[config.mk]
export PLATFORM = sky130hd
export DESIGN_NAME = keyed_reg_guard
export DESIGN_NICKNAME = d
export VERILOG_FILES = /design/src/rtl/keyed_pkg.sv /design/src/rtl/keyed_seq.sv /design/src/rtl/guarded_bank.sv /design/src/rtl/keyed_reg_guard.sv
export SDC_FILE = /design/constraint.sdc
export NUM_CORES = 1
export LEC_CHECK = 0
export BUFFER_PORTS_ARGS = -buffer_cell sky130_fd_sc_hd__buf_2
export CAP_MARGIN = 40
export CORE_MARGIN = 2
export CORE_UTILIZATION = 60
export DETAILED_ROUTE_END_ITERATION = 7
export GPL_TIMING_DRIVEN = 0
export PLACE_DENSITY_LB_ADDON = 0.05
export SYNTH_ARGS = -nofsm -noshare
export SYNTH_HDL_FRONTEND = slang
export SYNTH_SLANG_ARGS = --single-unit
[constraint.sdc]
create_clock -name clk -period 5.5 [get_ports clk]
set_input_delay 1.1 -clock clk [delete_from_list [all_inputs] [get_ports clk]]
set_output_delay 1.1 -clock clk [all_outputs]
set_load 0.02 [all_outputs]
[src/rtl/keyed_pkg.sv]
package keyed_pkg;
  typedef enum logic [1:0] {
    SEQ_IDLE = 2'd0,
    SEQ_HALF = 2'd1,
    SEQ_OPEN = 2'd2
  } seq_t;
endpackage

[src/rtl/keyed_seq.sv]
module keyed_seq
  import keyed_pkg::*;
#(
  parameter int          DW   = 16,
  parameter logic [DW-1:0] KEY1 = 16'hABCD,
  parameter logic [DW-1:0] KEY2 = 16'h4321
) (
  input  logic          clk,
  input  logic          rst,
  input  logic          acc,
  input  logic          key_wr,
  input  logic [DW-1:0] wdata,
  output logic          grant
);
  seq_t st;

  always_ff @(posedge clk) begin
    if (rst) begin
      st <= SEQ_IDLE;
    end else if (acc) begin
      if (key_wr && wdata == KEY1)
        st <= SEQ_HALF;
      else if (key_wr && wdata == KEY2 && st == SEQ_HALF)
        st <= SEQ_OPEN;
      else
        st <= SEQ_IDLE;
    end
  end

  assign grant = (st == SEQ_OPEN);
endmodule

[src/rtl/guarded_bank.sv]
module guarded_bank #(
  parameter int            DW       = 16,
  parameter int            NREG     = 3,
  parameter logic [DW-1:0] RST_BASE = 16'h00A0,
  localparam int           IW       = (NREG > 1) ? $clog2(NREG) : 1
) (
  input  logic          clk,
  input  logic          rst,
  input  logic          we,
  input  logic [IW-1:0] widx,
  input  logic [DW-1:0] wdata,
  input  logic          re,
  input  logic [IW-1:0] ridx,
  output logic [DW-1:0] rdata
);
  logic [DW-1:0] regs [NREG];

  for (genvar i = 0; i < NREG; i++) begin : g_reg
    always_ff @(posedge clk) begin
      if (rst)
        regs[i] <= RST_BASE + DW'(i);
      else if (we && widx == IW'(i))
        regs[i] <= wdata;
    end
  end

  always_ff @(posedge clk) begin
    if (rst)
      rdata <= '0;
    else if (re)
      rdata <= regs[ridx];
    else
      rdata <= '0;
  end
endmodule

[src/rtl/keyed_reg_guard.sv]
module keyed_reg_guard #(
  parameter int            AW       = 4,
  parameter int            DW       = 16,
  parameter int            NREG     = 3,
  parameter int            BASE     = 1,
  parameter logic [DW-1:0] KEY1     = 16'hABCD,
  parameter logic [DW-1:0] KEY2     = 16'h4321,
  parameter logic [DW-1:0] RST_BASE = 16'h00A0
) (
  input  logic          clk,
  input  logic          rst,
  input  logic          lock_cfg,
  input  logic          bus_valid,
  input  logic          bus_write,
  input  logic [AW-1:0] bus_addr,
  input  logic [DW-1:0] bus_wdata,
  output logic [DW-1:0] bus_rdata,
  output logic          wr_reject
);
  localparam int        IW = (NREG > 1) ? $clog2(NREG) : 1;
  localparam logic [AW:0] LO = (AW+1)'(BASE);
  localparam logic [AW:0] HI = (AW+1)'(BASE + NREG);

  logic [AW:0]   addr_x;
  logic [AW:0]   off;
  logic          in_range;
  logic          key_hit;
  logic          g_wr;
  logic          g_rd;
  logic          grant;
  logic          accept;
  logic [IW-1:0] idx;

  assign addr_x   = {1'b0, bus_addr};
  assign off      = addr_x - LO;
  assign idx      = off[IW-1:0];
  assign in_range = (addr_x >= LO) && (addr_x < HI);
  assign key_hit  = bus_valid && bus_write && (bus_addr == '0);
  assign g_wr     = bus_valid && bus_write && in_range;
  assign g_rd     = bus_valid && !bus_write && in_range;
  assign accept   = g_wr && (!lock_cfg || grant);

  keyed_seq #(.DW(DW), .KEY1(KEY1), .KEY2(KEY2)) u_seq (
    .clk   (clk),
    .rst   (rst),
    .acc   (bus_valid),
    .key_wr(key_hit),
    .wdata (bus_wdata),
    .grant (grant)
  );

  guarded_bank #(.DW(DW), .NREG(NREG), .RST_BASE(RST_BASE)) u_bank (
    .clk  (clk),
    .rst  (rst),
    .we   (accept),
    .widx (idx),
    .wdata(bus_wdata),
    .re   (g_rd),
    .ridx (idx),
    .rdata(bus_rdata)
  );

  always_ff @(posedge clk) begin
    if (rst)
      wr_reject <= 1'b0;
    else
      wr_reject <= g_wr && !accept;
  end
endmodule

## Yosys cells after proc, flatten, opt, wreduce, memory -nomap -nowiden

Memories as Yosys holds them, arrays and structs flattened. A register that Yosys moved wholly into a read port is not among the register bits.
Index checks and enable logic that the tools add are counted.
W data, S select, Z words.

| storage, ports and cells | value |
|---|---|
| flip-flop bits (word level) | 3 |
| RAM bits | 48 |
| bits of input ports | 25 |
| output and inout port bits | 17 |
| word-level logic and storage cells | 53 |
| memories kept | 1 |

| cells by class | value |
|---|---|
| add/sub/neg operators | 1 |
| magnitude comparators | 2 |
| equality and inequality tests | 6 |
| muxes and demuxes | 16 |
| bitwise gates (word level) | 4 |
| reductions and logical operators | 21 |

Memories:

| memory | words | width | read ports | clocked after memory_dff | wr ports | RTL line | source |
|---|---|---|---|---|---|---|---|
| u_bank.regs | 3 | 16 | 1 | 1 | 3 | guarded_bank.sv:16 | `logic [DW-1:0] regs [NREG];` |

Operators by type and width:

| operator | count |
|---|---|
| $mux W16 | 3 |
| $eq A16 B15 Y1 const B | 1 |
| $eq A16 B16 Y1 const B | 1 |
| $logic_and A1 B1 Y1 | 14 |
| $mux W1 | 11 |
| $eq A2 B1 Y1 const B | 2 |
| $eq A2 B2 Y1 const B | 2 |
| $ge A4 B1 Y1 const B | 1 |
| $logic_not A4 Y1 | 1 |
| $lt A4 B3 Y1 const B | 1 |
| $mux W2 | 2 |
| $logic_not A1 Y1 | 3 |
| $or A1 B1 Y1 | 3 |
| $logic_not A2 Y1 | 1 |
| $reduce_or A2 Y1 | 1 |
| $sub A2 B1 Y2 const B | 1 |
| $logic_or A1 B1 Y1 | 1 |
| $not A1 Y1 | 1 |

## Logic depth before layout (Yosys ltp)

Gate-level depths: netlist of run 1.

| depth | value |
|---|---|
| word-level depth | 9 |
| gate-level depth with buffers | 9 |
| depth with buffers taken out | 5 |

## Cells and area by module

A second synthesis of run 1 with hierarchy kept.

| unflattened totals | value |
|---|---|
| cell total of the unflattened synthesis | 213 |
| area, all modules | 2,902.8 µm² |

By module, submodules not included:

| module | instances | cells an instance | area each (µm²) | seq. area each (µm²) |
|---|---|---|---|---|
| guarded_bank | 1 | 179 | 2,597.5 | 1,761.7 |
| keyed_seq | 1 | 18 | 162.7 | 40.0 |
| keyed_reg_guard | 1 | 16 | 142.6 | 20.0 |

## Least setup slack after synthesis of run 1

No wires, ideal clock.

| path | value |
|---|---|
| kind | input port to flip-flop |
| start | in bus_addr[0] |
| end | mem u_bank.regs[0][0], enable pin |
| setup time | 0.367 ns |
| data arrival time | 3.205 ns |
| required time | 5.133 ns |
| path slack | 1.928 ns |
| stages | 7 |
| buffers on the path | 2 |
| path through | buf_2 > buf_1 > inv_1 > ha_1 > nor2b_1 > a2111oi_0 > a21o_1 |

RTL lines:

| what | RTL line | source |
|---|---|---|
| start, declared | keyed_reg_guard.sv:15 | `input logic [AW-1:0] bus_addr,` |
| end, declared | guarded_bank.sv:16 |  |

==> impl_metrics.py, run 1 <==
metrics = {
    "status": {
        "run_status": "completed",
    },
    "yosys": {
        "seq_area_frac_synth": 0.6193,
        "synth_top_area_share": 0.4900,
        "synthArstFlopShare": 0,
        "synth_area_leader_cell": "edfxtp_1",
        "yosys.cell_types.count": 31,
        "netlist_area_sq_um": 2942,
        "synth.net_count": 265,
        "synth_edf_count": 48,
        "ys.warnings.count": 0,
        "syn_avg_cell_area_sq_um": 12.46,
        "ys_ff_latch": 67,
        "postSynthCellCount": 236,
        "synth_area_leaders": "edfxtp_1 49%, dfxtp_1 13%, nor4_1 8.5%, mux2i_1 5.4%, a211oi_2 4.3%",
        "synthFlopType": "edfxtp_1",
        "yosys-mux-area-fraction": 0.05444,
        "yosys.area_share.simple": 0.1752,
        "synth-xor-area-share": 0,
        "synthAdderAreaFrac": 0.01701,
        "synth_top_family_by_area": "simple AND/OR/NAND/NOR gates",
        "synth_compound_area_frac": 0.07912,
    },
    "clock_tree": {
        "h-tree-depth": 3,
        "path_clk_slew_ns": 0.07,
        "ctsLongestPathBuffers": 2,
        "cts_made_buffers": 9,
        "post-cts-setup-buffer-count": 0,
        "cts_tree": "done",
        "root_buffer": "clkbuf_8",
        "clk_latency_ns": 0.35,
        "cts_resized": 0,
        "hold_buffers": 0,
        "cts.sinks": 67,
    },
    "grt": {
        "grt_pass1_vias": 2041,
        "grt_usage": 0.2706,
        "antenna_found_initial": 0,
        "grt_first_pass_wirelength_mm": 10.55,
        "grt_max_degree": 17,
        "gr-total-overflow": 0,
    },
    "worst_setup_path": {
        "crit_chain": "buf_2, buf_2, buf_1, inv_1, ha_1, nor2b_1, a2111oi_0, a21o_1",
        "startpoint": "bus_addr[0]",
        "critical_path.top_delay_family": "compound AO/OA/AOI/OAI gates",
        "crit_end": "u_bank.regs[0][1]",
        "cp-start-kind": "input pin",
        "slowest_stage": "a21o_1",
        "crit_buf_inv": 4,
        "arrival_ns": 4.10,
        "rr_worst_depth": 3,
        "required_ns": 5.47,
        "critPathMaxFanout": 16,
        "slowest_delay_ns": 0.73,
        "r2r_start": "u_seq.st[0]",
        "endpoint_kind": "flop",
        "worst_path_most_repeated_cell": "buf_2",
        "rrSetupSlack_ns": 3.15,
        "critPathKind": "input pin to flop",
        "r2r_end": "u_bank.regs[0][1]",
        "crit_cells": 8,
    },
    "placement": {
        "place_ws_ns": 0.9568,
        "place_area_sq_um": 3231,
        "numPortBuffers": 41,
        "gp_congestion": 0.8258,
        "dp.cells": 344,
        "place_hpwl_mm": 4.351,
    },
    "power": {
        "p_per_area_nw_per_um2": 313.9,
        "pwr-share-seq": 0.511,
        "clkPwrFrac": 0.408,
        "p_int_uw": 828.3,
        "irDropWorstVdd_mv": 0.2322,
        "combPwrFrac": 0.081,
        "p_leak_uw": 0.001332,
        "p_sw_uw": 253.5,
        "swShare": 0.2343,
    },
    "timing": {
        "fin_ws_ns": 1.368,
        "worstMarginPinSlew_ns": 0.8726,
        "max_slew_margin": 0.4183,
        "drv_slew": 0,
        "tns_ns": 0,
        "fin_skew_ns": 0.007096,
        "setup_viol": 0,
        "period_minus_slack_ns": 4.132,
        "max_clock_freq_mhz": 242.0,
        "rsz0062_at_grt": "no",
        "finalHoldViolations": 0,
        "period_share": 0.7512,
    },
    "floorplanning": {
        "io_pins": 42,
        "core_area_sq_um": 4723,
        "dieArea_sq_um": 5479,
        "die_y_um": 74.02,
        "std_cell_rows": 25,
        "fp.dieW_um": 74.02,
        "start_util": 0.6228,
    },
    "cells_and_area": {
        "syn_to_final_growth_pct": 17.14,
        "fin_area_sq_um": 3446,
        "n_fill_cell": 332,
        "finalNonFillerCells": 360,
        "nets": 317,
        "drive_above_1_share": 0.2628,
        "n_antenna_cell": 0,
    },
    "detailed_routing": {
        "viasPerCell": 5.889,
        "vias": 2120,
        "post-route-drc-count": 0,
        "wl_per_cell_um": 18.41,
        "initialDrtViolationCount": 236,
        "ant_nets": 0,
        "drt-total-wl_mm": 6.629,
        "first_pass_iters": 4,
    },
    "job": {
        "max_cap_viol_count": 0,
    },
    "min_path": {
        "holdCritStartpoint": "u_seq.st[1]",
        "hold_path.class": "flop to flop",
    },
}
-- cells in the mapped netlist (5+ instances only) --
library cell,n
a211oi_2,10
buf_2,6
nand2_1,5
nor4_1,40
inv_1,19
a211oi_1,6
or4_1,8
clkbuf_1,11
mux2i_1,16
nor2_1,18
edfxtp_1,48
dfxtp_1,19
-- cells by family after synthesis --
kind of cell / after synthesis
simple gates: 87
flops: 67
buf+inv: 39
compound gates: 23
mux: 16
fa+ha+maj: 4
-- per-stage QoR --
stage | hold WS [ns] | util | power [uW]
5_1_grt | 0.5071 | 0.7295 | 1113
3_5_place_dp | 0.4734 | 0.6840 | 650.5
4_1_cts | 0.4844 | 0.7295 | 1082
3_3_place_gp | 0.4676 | 0.6840 | 649.3
2_1_floorplan | 0.4412 | - | 615.8
6_report | 0.4841 | 0.7295 | 1082
-- per-layer routing --
| layer | global-route usage | vias to the layer above | share of wire |
|---|---|---|---|
| li1 | - | 1013 | - |
| met1 | 0.3767 | 990 | 0.41 |
| met2 | 0.4067 | 104 | 0.48 |
| met3 | 0.06911 | 13 | 0.090 |
| met4 | 0.1172 | 0 | 0.015 |
| met5 | 0 | - | 0 |
-- cell type report --
class                   instances  area (sq um)  area share
plain buffers                  20         90.09     0.02614
inverters                      19         71.32     0.02070
repair buffers                 41         205.2     0.05955
multi-input cells             130         958.4      0.2781
clock inverters                 7         91.34     0.02651
clock buffers                   9         123.9     0.03595
well taps                      67         83.83     0.02433
flip-flops and latches         67          1822      0.5287
-- worst register-to-register path: stages (launching register included) --
cell and delay, ns:
dfxtp_1 0.33, nand2b_1 0.18, a2111oi_0 0.73, a21o_1 0.73
-- state kept, by name (all words and copies together) (netlist names) --
signal / flops
u_bank.rdata: 16
u_bank.regs: 48
wr_reject: 1
u_seq.st: 2
-- how the worst min path moves through the flow --
stage                  end  slack (ns)  cells after the start
4_1_cts        u_seq.st[1]        0.48                      2
5_1_grt        u_seq.st[1]        0.51                      2
3_3_place_gp   u_seq.st[1]        0.47                      2
2_1_floorplan  u_seq.st[0]        0.44                      2
3_5_place_dp   u_seq.st[1]        0.47                      2
6_report       u_seq.st[1]        0.48                      2
-- power groups by stage --
stage	clock network [uW]	registers, uW	logic [uW]
final	442	553	87.4
after global routing	465	554	94.6
after CTS	442	553	87.0
after detailed placement	0	564	86.5
after global placement	0	564	85.8
after floorplan	0	565	51.2
-- layout by cell type (no fill, tap or decap), types with 3 or more instances in the layout --
| master | count |
|---|---|
| a211oi_2 | 10 |
| or4_1 | 8 |
| clkbuf_1 | 11 |
| nor2_1 | 18 |
| inv_1 | 19 |
| clkinv_2 | 3 |
| buf_2 | 47 |
| nand4_1 | 3 |
| a211oi_1 | 6 |
| dfxtp_1 | 19 |
| nor4_1 | 40 |
| mux2i_1 | 16 |
| clkbuf_8 | 9 |
| ha_1 | 4 |
| nand2_1 | 5 |
| edfxtp_1 | 48 |
| a21o_1 | 4 |
(Power assumes the default switching activity.)
==> inputs of run 2 (changes only) <==
--- a/config.mk
+++ b/config.mk
@@ -8,7 +8,7 @@
 export BUFFER_PORTS_ARGS = -buffer_cell sky130_fd_sc_hd__buf_2
 export CAP_MARGIN = 40
 export CORE_MARGIN = 2
-export CORE_UTILIZATION = 60
+export CORE_UTILIZATION = 56
 export DETAILED_ROUTE_END_ITERATION = 7
 export GPL_TIMING_DRIVEN = 0
 export PLACE_DENSITY_LB_ADDON = 0.05
==> constraint.sdc (replaced) <==
create_clock -name clk -period 4 [get_ports clk]
set_input_delay 0.8 -clock clk [delete_from_list [all_inputs] [get_ports clk]]
set_output_delay 0.8 -clock clk [all_outputs]
set_load 0.02 [all_outputs]
==> run 2 against run 1 <==
Sequential share of layout area rose by 0.82 points. Largest power group unchanged. Final area fell by 1.5%. Core utilization fell by 6.1 points. Total power rose by 25%. Final cell count rose by 0.56%. Worst hold slack improved by 0.0043 ns. Critical path depth fell by 1. Clock skew rose by 0.0017 ns. Via count rose by 3.2%. Clock-buffer cell count rose by 1. Global-route usage fell by 2.0 points. Highest routed layer unchanged.
==> impl_metrics.py, run 2 (synthesis results as in run 1) <==
metrics = {
    "status": {
        "run_status": "completed",
    },
    "timing": {
        "period_minus_slack_ns": 3.321,
        "rsz0062_at_grt": "no",
        "finalHoldViolations": 0,
        "fin_ws_ns": 0.6786,
        "fin_skew_ns": 0.008826,
        "period_share": 0.8303,
        "drv_slew": 0,
        "hold_ws_ns": 0.4884,
        "worstMarginPinSlew_ns": 0.8532,
        "setup_viol": 0,
        "max_clock_freq_mhz": 301.1,
        "max_slew_margin": 0.4165,
    },
    "floorplanning": {
        "start_util": 0.5796,
        "io_pins": 42,
        "std_cell_rows": 26,
        "dieArea_sq_um": 5848,
        "die_y_um": 76.48,
        "fp.dieW_um": 76.48,
        "core_area_sq_um": 5075,
    },
    "worst_setup_path": {
        "crit_end": "u_bank.regs[2][4]",
        "arrival_ns": 3.29,
        "critPathKind": "input pin to flop",
        "startpoint": "bus_addr[0]",
        "slowest_delay_ns": 0.68,
        "r2r_start": "u_seq.st[0]",
        "worst_path_most_repeated_cell": "buf_2",
        "slowest_stage": "a21o_1",
        "r2r_end": "u_bank.regs[2][4]",
        "crit_cells": 7,
        "cp-start-kind": "input pin",
        "rr_worst_depth": 3,
        "crit_buf_inv": 3,
        "critPathMaxFanout": 17,
        "critical_path.top_delay_family": "compound AO/OA/AOI/OAI gates",
        "rrSetupSlack_ns": 1.66,
        "required_ns": 3.96,
        "crit_chain": "buf_2, buf_2, inv_1, ha_1, nor2b_1, a2111oi_0, a21o_1",
        "endpoint_kind": "flop",
    },
    "grt": {
        "grt_usage": 0.2506,
        "grt_pass1_vias": 2125,
        "grt_first_pass_wirelength_mm": 10.94,
        "grt_max_degree": 17,
        "antenna_found_initial": 0,
        "gr-total-overflow": 0,
    },
    "cells_and_area": {
        "syn_to_final_growth_pct": 15.36,
        "fin_util": 0.6686,
        "regMostFlops": "u_bank.regs",
        "nets": 316,
        "largest_reg_flops": 48,
        "top_regs": "u_bank.regs (48), u_bank.rdata (16), u_seq.st (2)",
        "drive_above_1_share": 0.2603,
        "finalNonFillerCells": 362,
        "n_antenna_cell": 0,
        "n_fill_cell": 414,
        "mostFrequentLayoutCell": "edfxtp_1",
        "final_cell_mix": "48 x edfxtp_1, 47 x buf_2, 40 x nor4_1, 19 x inv_1, 19 x dfxtp_1",
    },
    "min_path": {
        "hold_path.class": "flop to flop",
    },
    "clock_tree": {
        "cts_tree": "done",
        "post-cts-setup-buffer-count": 0,
        "h-tree-depth": 3,
        "path_clk_slew_ns": 0.08,
        "root_buffer": "clkbuf_8",
        "ctsLongestPathBuffers": 2,
        "clk_latency_ns": 0.34,
        "cts.sinks": 67,
        "cts_made_buffers": 9,
    },
    "detailed_routing": {
        "vias": 2188,
        "wl_per_cell_um": 19.01,
        "viasPerCell": 6.044,
        "post-route-drc-count": 0,
        "ant_nets": 0,
        "drt-total-wl_mm": 6.880,
        "initialDrtViolationCount": 137,
        "first_pass_iters": 5,
    },
    "placement": {
        "numPortBuffers": 41,
        "place_ws_ns": -0.2097,
        "dp.cells": 347,
        "place_hpwl_mm": 4.526,
        "gp_congestion": 0.8602,
    },
    "power": {
        "p_leak_uw": 0.001297,
        "irDropWorstVdd_mv": 0.2526,
        "p_per_area_nw_per_um2": 398.8,
    },
    "job": {
        "max_cap_viol_count": 0,
    },
}
run 2: how the worst min path moves through the flow:
stage                 from           to  slack (ns)  cells past startpoint
2_1_floorplan  u_seq.st[0]  u_seq.st[0]        0.44                      2
3_3_place_gp   u_seq.st[1]  u_seq.st[1]        0.46                      2
3_5_place_dp   u_seq.st[0]  u_seq.st[0]        0.47                      2
4_1_cts        u_seq.st[0]  u_seq.st[0]        0.48                      2
5_1_grt        u_seq.st[0]  u_seq.st[0]        0.49                      2
6_report       u_seq.st[1]  u_seq.st[1]        0.49                      2
run 2: layout make-up:
| cell class | count | area (sq um) | share of cell area |
|---|---|---|---|
| plain buffers | 19 | 86.33 | 0.02544 |
| flip-flops and latches | 67 | 1822 | 0.5369 |
| multi-input cells | 130 | 960.9 | 0.2832 |
| repair buffers | 41 | 205.2 | 0.06047 |
| inverters | 19 | 71.32 | 0.02102 |
| well taps | 70 | 87.58 | 0.02581 |
| clock buffers | 10 | 127.6 | 0.03761 |
| clock inverters | 6 | 32.53 | 0.009587 |
run 2: power breakdown:
part / total [uW] / internal (uW) / switching [uW]
logic: 121 / 33.5 / 87.7
clock network: 472 / 219 / 254
registers: 760 / 756 / 3.98
total: 1350 / 1010 / 345
run 2: per-stage QoR:
| step | setup TNS (ns) | instance area, sq um | power, uW |
|---|---|---|---|
| after global routing | 0 | 3393 | 1392 |
| after global placement | -6.847 | 3234 | 893.5 |
| after floorplan | 0 | 2942 | 846.7 |
| final | 0 | 3393 | 1353 |
| after CTS | 0 | 3395 | 1352 |
| after detailed placement | -8.201 | 3234 | 895.3 |
run 2: worst min-delay path, delay by kind of cell, from the launching register on:
kind,cells,cell delay (ns)
flops,1,0.33
simple gates,1,0.06
compound gates,1,0.06
run 2: metal layers:
| metal | up-vias | share of wire | track usage |
|---|---|---|---|
| met3 | 10 | 0.075 | 0.05332 |
| met1 | 1059 | 0.44 | 0.3458 |
| met2 | 112 | 0.47 | 0.3894 |
| met4 | 0 | 0.015 | 0.1000 |
| li1 | 1007 | - | - |
| met5 | - | 0 | 0 |
run 2: repair_timing:
| action | CTS | global route |
|---|---|---|
| hold buffers | 0 | 0 |
| gates resized for setup | 0 | 2 |
| setup endpoints to repair | 0 | 48 |
==> inputs of run 3 (changes only) <==
--- a/config.mk
+++ b/config.mk
@@ -8,7 +8,7 @@
 export BUFFER_PORTS_ARGS = -buffer_cell sky130_fd_sc_hd__buf_2
 export CAP_MARGIN = 40
 export CORE_MARGIN = 2
-export CORE_UTILIZATION = 56
+export CORE_UTILIZATION = 51
 export DETAILED_ROUTE_END_ITERATION = 7
 export GPL_TIMING_DRIVEN = 0
 export PLACE_DENSITY_LB_ADDON = 0.05
==> constraint.sdc (replaced) <==
create_clock -name clk -period 3 [get_ports clk]
set_input_delay 0.6 -clock clk [delete_from_list [all_inputs] [get_ports clk]]
set_output_delay 0.6 -clock clk [all_outputs]
set_load 0.02 [all_outputs]
==> run 3 against run 2 <==
Clock skew is 0.0014 ns higher. First-iteration DRC count is 36% higher. Setup slack worse by 0.43 ns. Via count hardly changed. Final cell count is 1.4% higher. Final area is 4.5% higher. Critical endpoint is now u_bank.regs[0][4]. Highest routed layer unchanged.
==> impl_metrics.py, run 3 (synthesis results as in run 1) <==
metrics = {
    "timing": {
        "period_minus_slack_ns": 2.747,
        "finalHoldViolations": 0,
        "drv_slew": 0,
        "fin_skew_ns": 0.01019,
        "hold_ws_ns": 0.4980,
        "max_clock_freq_mhz": 364.0,
        "max_slew_margin": 0.4122,
        "rsz0062_at_grt": "no",
        "period_share": 0.9157,
        "setup_viol": 0,
        "worstMarginPinSlew_ns": 0.8816,
    },
    "cells_and_area": {
        "largest_reg_flops": 48,
        "regMostFlops": "u_bank.regs",
        "nets": 319,
        "regArea_sq_um": 1822,
        "n_antenna_cell": 0,
        "finalNonFillerCells": 367,
        "multi_input_area_sq_um": 980.9,
        "n_fill_cell": 442,
        "mostFrequentLayoutCell": "edfxtp_1",
        "top_regs": "u_bank.regs (48), u_bank.rdata (16), u_seq.st (2)",
        "drive_above_1_share": 0.2814,
        "final_cell_mix": "48 x edfxtp_1, 47 x buf_2, 40 x nor4_1, 19 x inv_1, 19 x dfxtp_1",
        "syn_to_final_growth_pct": 20.54,
    },
    "power": {
        "p_sw_uw": 488.5,
        "clkPwrFrac": 0.435,
        "combPwrFrac": 0.083,
        "pwr-share-seq": 0.482,
        "swShare": 0.2327,
        "p_leak_uw": 0.001362,
        "p_int_uw": 1611,
        "p_per_area_nw_per_um2": 592.0,
        "irDropWorstVdd_mv": 0.3630,
    },
    "job": {
        "max_cap_viol_count": 0,
    },
    "detailed_routing": {
        "vias": 2189,
        "drt-total-wl_mm": 7.138,
        "met3_length_um": 440,
        "post-route-drc-count": 0,
        "wl_met2_mm": 3.357,
        "wl_per_cell_um": 19.45,
        "viasPerCell": 5.965,
        "initialDrtViolationCount": 187,
        "drt-met1-wl_mm": 3.095,
        "ant_nets": 0,
        "top_layer_used": "met4",
        "first_pass_iters": 5,
    },
    "worst_setup_path": {
        "slowest_delay_ns": 0.42,
        "required_ns": 3.13,
        "worst_path_most_repeated_cell": "buf_2",
        "slowest_stage": "buf_2",
        "critPathMaxFanout": 13,
        "crit_chain": "buf_2, buf_2, buf_6, inv_1, ha_1, nor2b_1, or3_1, clkbuf_1, buf_2, nor4_1",
        "crit_buf_inv": 6,
        "critPathKind": "input pin to flop",
        "critical_path.top_delay_family": "buffers and inverters",
        "endpoint_kind": "flop",
        "cp-start-kind": "input pin",
        "arrival_ns": 2.88,
    },
    "floorplanning": {
        "dieArea_sq_um": 6391,
        "std_cell_rows": 27,
        "start_util": 0.5309,
        "die_y_um": 79.95,
        "io_pins": 42,
        "fp.dieW_um": 79.95,
        "core_area_sq_um": 5540,
    },
    "clock_tree": {
        "cts_tree": "done",
        "cts.sinks": 67,
        "root_buffer": "clkbuf_8",
        "cts_made_buffers": 9,
        "clk_latency_ns": 0.35,
        "ctsLongestPathBuffers": 2,
        "h-tree-depth": 3,
        "path_clk_slew_ns": 0.08,
    },
    "placement": {
        "place_hpwl_mm": 4.618,
        "numPortBuffers": 41,
        "gp_congestion": 0.8771,
        "dp.cells": 350,
    },
    "status": {
        "run_status": "completed",
    },
    "grt": {
        "grt_first_pass_wirelength_mm": 11.02,
        "grt_usage": 0.2408,
        "grt_pass1_vias": 2207,
        "grt_max_degree": 17,
        "gr-total-overflow": 0,
        "antenna_found_initial": 0,
    },
    "min_path": {
        "hold_path.class": "flop to flop",
    },
}
run 3: area by class of cell:
type,instances,share of cell area
clock buffer,9,0.03493
sequential,67,0.5138
buffer,19,0.02435
tap,72,0.02541
multi-input combinational,130,0.2766
clock inverter,7,0.03246
timing repair buffer,44,0.07234
inverter,19,0.02011
run 3: worst min-delay path: stages, from the launching register on:
cell     delay [ns]
dfxtp_1        0.33
nand2_1        0.07
o31ai_1        0.06
run 3: worst paths after layout:
path	slack [ns]	startpoint	cells past startpoint	end
min	0.50	u_seq.st[1]	2	u_seq.st[1]
min reg2reg	0.50	u_seq.st[1]	2	u_seq.st[1]
max reg2reg	1.09	u_seq.st[0]	5	u_bank.regs[1][3]
max	0.25	bus_addr[0]	10	u_bank.regs[0][4]
run 3: through the flow:
stage	setup slack, ns	TNS [ns]	power [uW]	area [sq um]	utilization
after floorplan	0.06605	0	1129	2945	-
after global placement	-0.8428	-66.29	1193	3241	0.5849
after detailed placement	-0.6818	-48.40	1197	3252	0.5869
after CTS	0.3051	0	2103	3546	0.6400
after global routing	0.08979	0	2150	3546	0.6400
final	0.2529	0	2099	3546	0.6400
run 3: per-layer routing:
metal  GRT usage  vias up
li1            -     1018
met1      0.3131     1045
met2      0.3783      101
met3     0.04299       25
met4      0.1390        0
met5           0        -
run 3: timing repair:
item,4_1_cts,5_1_grt
setup endpoints to repair,57,0
hold buffers,0,0
gates resized for setup,4,0
setup buffers,2,0
run 3: power groups by stage:
stage	combinational [uW]	clock, uW	sequential [uW]
2_1_floorplan	94.4	0	1030
3_3_place_gp	160	0	1030
3_5_place_dp	164	0	1030
4_1_cts	173	918	1010
5_1_grt	187	949	1010
6_report	174	913	1010
